### config.mk
export PLATFORM = sky130hd
export DESIGN_NAME = vic_top
export DESIGN_NICKNAME = d
export VERILOG_FILES = /design/src/rtl/vic_pkg.sv /design/src/rtl/vic_sync.sv /design/src/rtl/vic_detect.sv /design/src/rtl/vic_regs.sv /design/src/rtl/vic_top.sv
export SDC_FILE = /design/constraint.sdc
export NUM_CORES = 1
export LEC_CHECK = 0
export ABC_AREA = 1
export BUFFER_PORTS_ARGS = -buffer_cell sky130_fd_sc_hd__buf_2
export CAP_MARGIN = 10
export CORE_MARGIN = 1
export CORE_UTILIZATION = 50
export CTS_CLUSTER_SIZE = 24
export DETAILED_ROUTE_END_ITERATION = 12
export PLACE_DENSITY_LB_ADDON = 0.1
export SYNTH_ARGS = -nofsm -noshare
export SYNTH_HDL_FRONTEND = slang
export SYNTH_HIERARCHICAL = 1
export SYNTH_SLANG_ARGS = --single-unit
### constraint.sdc
create_clock -name clk -period 1.5 [get_ports clk]
set_input_delay 0 -clock clk [delete_from_list [all_inputs] [get_ports clk]]
set_output_delay 0 -clock clk [all_outputs]
set_load 0.01 [all_outputs]
### src/rtl/vic_pkg.sv
package vic_pkg;
    localparam int VEC_W = 64;

    // register pair numbers (byte address = 8 * pair, +4 for the high word)
    localparam logic [3:0] PR_IRQ   = 4'd0;
    localparam logic [3:0] PR_FIQ   = 4'd1;
    localparam logic [3:0] PR_RAW   = 4'd2;
    localparam logic [3:0] PR_SEL   = 4'd3;
    localparam logic [3:0] PR_EN    = 4'd4;
    localparam logic [3:0] PR_ENSET = 4'd5;
    localparam logic [3:0] PR_ENCLR = 4'd6;
    localparam logic [3:0] PR_SENSE = 4'd7;
    localparam logic [3:0] PR_DUAL  = 4'd8;
    localparam logic [3:0] PR_POL   = 4'd9;
    localparam logic [3:0] PR_SWT   = 4'd10;
    localparam logic [3:0] PR_CLR   = 4'd11;

    typedef enum logic {
        ST_IDLE = 1'b0,
        ST_DONE = 1'b1
    } bus_st_t;
endpackage

### src/rtl/vic_sync.sv
module vic_sync #(
    parameter int W = 51
) (
    input  logic         clk,
    input  logic         rst_n,
    input  logic [W-1:0] d_i,
    output logic [W-1:0] q_o
);
    logic [W-1:0] meta_q;
    logic [W-1:0] sync_q;

    always_ff @(posedge clk or negedge rst_n) begin
        if (!rst_n) begin
            meta_q <= '0;
            sync_q <= '0;
        end else begin
            meta_q <= d_i;
            sync_q <= meta_q;
        end
    end

    assign q_o = sync_q;
endmodule

### src/rtl/vic_detect.sv
module vic_detect #(
    parameter int N = 51
) (
    input  logic         clk,
    input  logic         rst_n,
    input  logic [N-1:0] s_i,
    input  logic [N-1:0] sense_i,
    input  logic [N-1:0] dual_i,
    input  logic [N-1:0] pol_i,
    input  logic [N-1:0] clr_i,
    output logic [N-1:0] hw_raw_o
);
    for (genvar i = 0; i < N; i++) begin : g_line
        logic prev_q;
        logic lat_q;
        logic rise;
        logic fall;
        logic hit;

        assign rise = s_i[i] & ~prev_q;
        assign fall = ~s_i[i] & prev_q;
        assign hit  = dual_i[i] ? (rise | fall) : (pol_i[i] ? rise : fall);

        always_ff @(posedge clk or negedge rst_n) begin
            if (!rst_n) begin
                prev_q <= 1'b0;
                lat_q  <= 1'b0;
            end else begin
                prev_q <= s_i[i];
                if (sense_i[i]) lat_q <= 1'b0;
                else            lat_q <= (lat_q & ~clr_i[i]) | hit;
            end
        end

        assign hw_raw_o[i] = sense_i[i] ? ~(s_i[i] ^ pol_i[i]) : lat_q;
    end
endmodule

### src/rtl/vic_regs.sv
module vic_regs
    import vic_pkg::*;
#(
    parameter int N  = 51,
    parameter int AW = 8,
    parameter int DW = 32
) (
    input  logic          clk,
    input  logic          rst_n,
    input  logic          req,
    input  logic          we,
    input  logic [AW-1:0] addr,
    input  logic [DW-1:0] wdata,
    output logic          ack,
    output logic [DW-1:0] rdata,
    input  logic [N-1:0]  hw_raw_i,
    output logic [N-1:0]  sense_o,
    output logic [N-1:0]  dual_o,
    output logic [N-1:0]  pol_o,
    output logic [N-1:0]  sel_o,
    output logic [N-1:0]  en_o,
    output logic [N-1:0]  raw_o,
    output logic [N-1:0]  clr_o,
    output logic          irq_o,
    output logic          fiq_o
);
    localparam int PAD = VEC_W - N;

    bus_st_t state_q, state_d;
    logic [N-1:0] sel_q, en_q, sense_q, dual_q, pol_q, swt_q;
    logic [DW-1:0] rdata_q;
    logic irq_q, fiq_q;

    logic        legacy, half, accept, wr_ok;
    logic [3:0]  pair;
    logic [VEC_W-1:0] wide_d, wide_m, rd_vec;
    logic [N-1:0] wd, wm, raw_all;
    logic        addr_unused, wide_unused;

    assign legacy = addr[AW-1];
    assign half   = addr[2];
    assign pair   = addr[6:3];
    assign addr_unused = ^addr[1:0];
    assign accept = (state_q == ST_IDLE) && req;
    assign wr_ok  = accept && we && !legacy;

    assign wide_d = half ? {wdata, {DW{1'b0}}} : {{DW{1'b0}}, wdata};
    assign wide_m = half ? {{DW{1'b1}}, {DW{1'b0}}} : {{DW{1'b0}}, {DW{1'b1}}};
    assign wd = wide_d[N-1:0];
    assign wm = wide_m[N-1:0];
    assign wide_unused = ^{wide_d[VEC_W-1:N], wide_m[VEC_W-1:N]};

    assign raw_all = hw_raw_i | swt_q;
    assign clr_o   = (wr_ok && pair == PR_CLR) ? wd : '0;

    // state register
    always_ff @(posedge clk or negedge rst_n) begin
        if (!rst_n) state_q <= ST_IDLE;
        else        state_q <= state_d;
    end

    always_comb begin
        state_d = state_q;
        unique case (state_q)
            ST_IDLE: if (req) state_d = ST_DONE;   // accept
            ST_DONE: state_d = ST_IDLE;            // retire
        endcase
    end

    // configuration registers
    always_ff @(posedge clk or negedge rst_n) begin
        if (!rst_n) begin
            sel_q   <= '0;
            en_q    <= '0;
            sense_q <= '0;
            dual_q  <= '0;
            pol_q   <= '0;
            swt_q   <= '0;
        end else if (wr_ok) begin
            case (pair)
                PR_SEL:   sel_q   <= (sel_q & ~wm) | wd;
                PR_ENSET: en_q    <= en_q | wd;
                PR_ENCLR: en_q    <= en_q & ~wd;
                PR_SENSE: sense_q <= (sense_q & ~wm) | wd;
                PR_DUAL:  dual_q  <= (dual_q & ~wm) | wd;
                PR_POL:   pol_q   <= (pol_q & ~wm) | wd;
                PR_SWT:   swt_q   <= (swt_q & ~wm) | wd;
                PR_CLR:   swt_q   <= swt_q & ~wd;
                default:  ;
            endcase
        end
    end

    // read selection
    always_comb begin
        rd_vec = '0;
        case (pair)
            PR_IRQ:   rd_vec = {{PAD{1'b0}}, raw_all & en_q & ~sel_q};
            PR_FIQ:   rd_vec = {{PAD{1'b0}}, raw_all & en_q & sel_q};
            PR_RAW:   rd_vec = {{PAD{1'b0}}, raw_all};
            PR_SEL:   rd_vec = {{PAD{1'b0}}, sel_q};
            PR_EN:    rd_vec = {{PAD{1'b0}}, en_q};
            PR_SENSE: rd_vec = {{PAD{1'b0}}, sense_q};
            PR_DUAL:  rd_vec = {{PAD{1'b0}}, dual_q};
            PR_POL:   rd_vec = {{PAD{1'b0}}, pol_q};
            PR_SWT:   rd_vec = {{PAD{1'b0}}, swt_q};
            default:  rd_vec = '0;
        endcase
    end

    // outputs
    always_ff @(posedge clk or negedge rst_n) begin
        if (!rst_n) begin
            rdata_q <= '0;
            irq_q   <= 1'b0;
            fiq_q   <= 1'b0;
        end else begin
            if (accept) begin
                if (legacy)    rdata_q <= '0;
                else if (half) rdata_q <= rd_vec[VEC_W-1:DW];
                else           rdata_q <= rd_vec[DW-1:0];
            end
            irq_q <= |(raw_all & en_q & ~sel_q);
            fiq_q <= |(raw_all & en_q & sel_q);
        end
    end

    assign ack     = (state_q == ST_DONE);
    assign rdata   = rdata_q;
    assign irq_o   = irq_q;
    assign fiq_o   = fiq_q;
    assign sense_o = sense_q;
    assign dual_o  = dual_q;
    assign pol_o   = pol_q;
    assign sel_o   = sel_q;
    assign en_o    = en_q;
    assign raw_o   = raw_all;
endmodule

### src/rtl/vic_top.sv
module vic_top #(
    parameter int NUM_SRC = 51,
    parameter int AW      = 8,
    parameter int DW      = 32
) (
    input  logic               clk,
    input  logic               rst_n,
    input  logic [NUM_SRC-1:0] src_i,
    input  logic               req,
    input  logic               we,
    input  logic [AW-1:0]      addr,
    input  logic [DW-1:0]      wdata,
    output logic               ack,
    output logic [DW-1:0]      rdata,
    output logic               irq_o,
    output logic               fiq_o
);
    logic [NUM_SRC-1:0] s_sync, hw_raw, sense_all, dual_all, pol_all;
    logic [NUM_SRC-1:0] sel_all, en_all, raw_all, clr_all;

    vic_sync #(.W(NUM_SRC)) u_sync (
        .clk(clk), .rst_n(rst_n), .d_i(src_i), .q_o(s_sync)
    );

    vic_detect #(.N(NUM_SRC)) u_detect (
        .clk(clk), .rst_n(rst_n), .s_i(s_sync),
        .sense_i(sense_all), .dual_i(dual_all), .pol_i(pol_all),
        .clr_i(clr_all), .hw_raw_o(hw_raw)
    );

    vic_regs #(.N(NUM_SRC), .AW(AW), .DW(DW)) u_regs (
        .clk(clk), .rst_n(rst_n), .req(req), .we(we), .addr(addr),
        .wdata(wdata), .ack(ack), .rdata(rdata), .hw_raw_i(hw_raw),
        .sense_o(sense_all), .dual_o(dual_all), .pol_o(pol_all),
        .sel_o(sel_all), .en_o(en_all), .raw_o(raw_all), .clr_o(clr_all),
        .irq_o(irq_o), .fiq_o(fiq_o)
    );
endmodule

==> key figures <==
Logic synthesis
  • Post-Synthesis Cells: 4070
  • Main synth FF type: dfrtp_1
  • Syn Nets: 4267
  • Synthesis-stage register bit count: 545
  • Async set-reset flop share out of synthesis: 1.00
  • Post-synthesis sequential area ratio: 0.461
  • Largest area contributor in the netlist: dfrtp_1
  • Synth top area cells: dfrtp_1 46%, nand2_1 15%, inv_1 7.9%
  • EDFF count, synth: 0
  • Netlist cell types: 24
  • Ys Warns: 6
  • Share of the synthesized area in the top cell type: 0.461
  • Syn Std Cell Area: 29600 um2
  • Syn Area/Cell: 7.26 um2

STA
  • Post-route clock period utilization: 1.19
  • RSZ-0062 raised after global routing: yes
  • Final setup viols: 392
  • Relative slew margins: 0.563
  • Setup Skew: 0.0207 ns
  • Fmax: 0.559 GHz
  • Hold_ws: 0.0119 ns
  • Worst Tran Pin Value: 0.655 ns
  • Final min period: 1.79 ns
  • Min setup slack post-route: -0.290 ns
  • Final Max Tran Viols: 0
  • Endpoints failing hold: 0

Floorplanning
  • Die H: 245 um
  • Core area: 58000 um2
  • I/O pins: 130
  • Die area: 60100 um2
  • Row cnt: 88
  • Die width: 245 um
  • Starting Density: 0.509

Hold path
  • Worst Hold Launch: src_i[43]
  • Hold Path Stages: 2
  • Hold path endpoint: u_sync/meta_q[43]
  • Hold Crit Class: input port to flip-flop

Global route
  • Global-route usage over all layers: 0.332
  • Initial antenna violation count: 2
  • Largest net degree at the start of global routing: 80
  • First-pass GRT wire length: 154 mm
  • Overflow after GRT: 0
  • Vias in the first global route: 27300

Clock network
  • H-tree Lvls: 2
  • CTS tree: built
  • Skew-Pair Late Insertion Delay: 0.65 ns
  • Clock tree sinks: 545
  • TritonCTS Buffers: 61
  • Clk slew on worst S/H paths: 0.06 ns
  • Longest Clk Path Bufs: 3
  • Root buf cell: clkbuf_16

Status
  • Outcome: finished with violations
  • Failing checks: setup timing

Cells and area
  • Antenna Cells: 0
  • Synth-to-Final Area Change: 38.3%
  • Nets: 4931
  • Layout cells sized above 1: 0.254
  • Non-filler instance count after layout: 5552

Worst setup path
  • CP startpoint kind: flip-flop
  • CP Data Arrival Time: 2.30 ns
  • Critical-path maximum fanout: 9
  • Crit path from: u_regs/ack
  • CP cell instances: nor2_2, nand2_2, nor2_4, buf_12, buf_12, nand3_4, clkbuf_16, nand2_1, o21ai_0
  • Critical R2R Launch: u_regs/ack
  • CP Buf/Inv Count: 3
  • Worst path top cell family by delay: simple AND/OR/NAND/NOR gates
  • Most used cell, CP: buf_12
  • R2R setup slack: -0.29 ns
  • Crit end category: flip-flop
  • CP Data Required Time: 2.01 ns
  • Crit-path slowest cell: dfrtp_1
  • WS Path Type: flip-flop to flip-flop
  • Reg2Reg Depth: 9
  • CP peak stage delay: 0.39 ns

Drt
  • 1st-pass router iterations: 6
  • Final ANT Viol Nets: 0
  • Routed len/inst: 19.3 um
  • DR DRC count: 0
  • Total vias in the final route: 29600
  • Routed wire length: 107 mm
  • Starting DRC count in detailed routing: 3448
  • Vias per cell: 5.33

Power and ir drop
  • P_leak: 21.5 nW
  • Max VDD drop: 1.04 mV
  • Pwr per Cell Area: 992 nW/um2
  • Pwr Total: 40.5 mW

Placed design
  • DP Worst Slack: -0.360 ns
  • Placed Instances: 5221
  • GPL Wtd Cong: 0.935
  • Port Buf Inserts: 127
  • DPL Wire Length: 65.5 mm

Flow run
  • Max Cap Viol: 0
-- layout make-up --
type	count	area [um2]
clock buffer	97	1950
fill	4617	17200
multi-input combinational	2706	14400
inverter	673	2530
clock inverter	19	234
sequential	545	13600
tap	765	957
timing repair buffer	747	7100
-- what timing repair did --
action                                  in CTS  in global routing
gates cloned                                 7                 31
setup buffers                               24                 26
pin swaps                                   24                 46
endpoints found under the setup margin     382                391
hold endpoints to repair                   896                  0
gates resized for setup                    133                375
hold buffers                               131                  0
-- layer usage --
metal	global-route usage	wire, um
met1	0.471	44400
met2	0.510	46700
met3	0.0480	10500
met4	0.132	5720
met5	0	13
-- synthesized netlist by cell type, types with 6 or more instances --
master / number
nand2_1: 1212
inv_1: 619
dfrtp_1: 545
nor2_1: 492
nand3_1: 344
o21ai_0: 270
clkbuf_1: 106
ha_1: 102
inv_2: 54
nand3_2: 53
a21oi_2: 51
a31oi_1: 51
a21oi_1: 37
buf_2: 32
o22ai_1: 32
o21ai_1: 22
nand2_2: 18
or2_2: 9
buf_1: 8
nand3b_1: 6
-- power by group --
group	switching (mW)	internal, mW	leakage (nW)	total [mW]
clock network	6.48	9.74	1.09	16.2
logic	4.20	3.08	13.6	7.28
registers	1.09	16.0	6.81	17.0
-- worst max-delay path by stage --
| stage | endpoint | slack, ns | cells past startpoint |
|---|---|---|---|
| 2_1_floorplan | u_detect/g_line[49].lat_q | -0.05 | 12 |
| 3_3_place_gp | u_regs/fiq_o | -0.37 | 10 |
| 3_5_place_dp | u_regs/fiq_o | -0.36 | 10 |
| 4_1_cts | u_regs/fiq_o | -0.18 | 10 |
| 5_1_grt | u_regs/irq_o | -0.35 | 11 |
| 6_report | flip-flop | -0.29 | 9 |
-- layout by cell type, fill, tap and decap left out, drive strengths merged --
| cell | n |
|---|---|
| a21oi | 88 |
| a31oi | 51 |
| and2 | 1 |
| buf | 593 |
| bufinv | 5 |
| clkbuf | 120 |
| clkinv | 11 |
| clkinvlp | 1 |
| dfrtp | 545 |
| dlygate4sd3 | 131 |
| ha | 102 |
| inv | 675 |
| nand2 | 1230 |
| nand3 | 397 |
| nand3b | 6 |
| nor2 | 497 |
| nor3 | 1 |
| o21ai | 292 |
| o22ai | 32 |
| or2 | 9 |
-- kinds of logic (layout without fill, tap and decap cells) --
family          count (synthesis)  in the layout  share of synthesized area
flops                         545            545                      0.461
compound gates                463            463                     0.0884
fa+ha+maj                     102            102                     0.0432
buf+inv                       819           1536                      0.105
simple gates                 2141           2141                      0.302
-- per-stage QoR --
step	TNS (ns)	cell area, um2	util
after floorplan	-6.02	29800	-
after global placement	-23.46	34500	0.594
after detailed placement	-36.14	34500	0.594
after CTS	-33.29	38800	0.669
after global routing	-96.08	40900	0.704
final	-71.16	40900	0.704
Power figures use the tool's default switching activity.
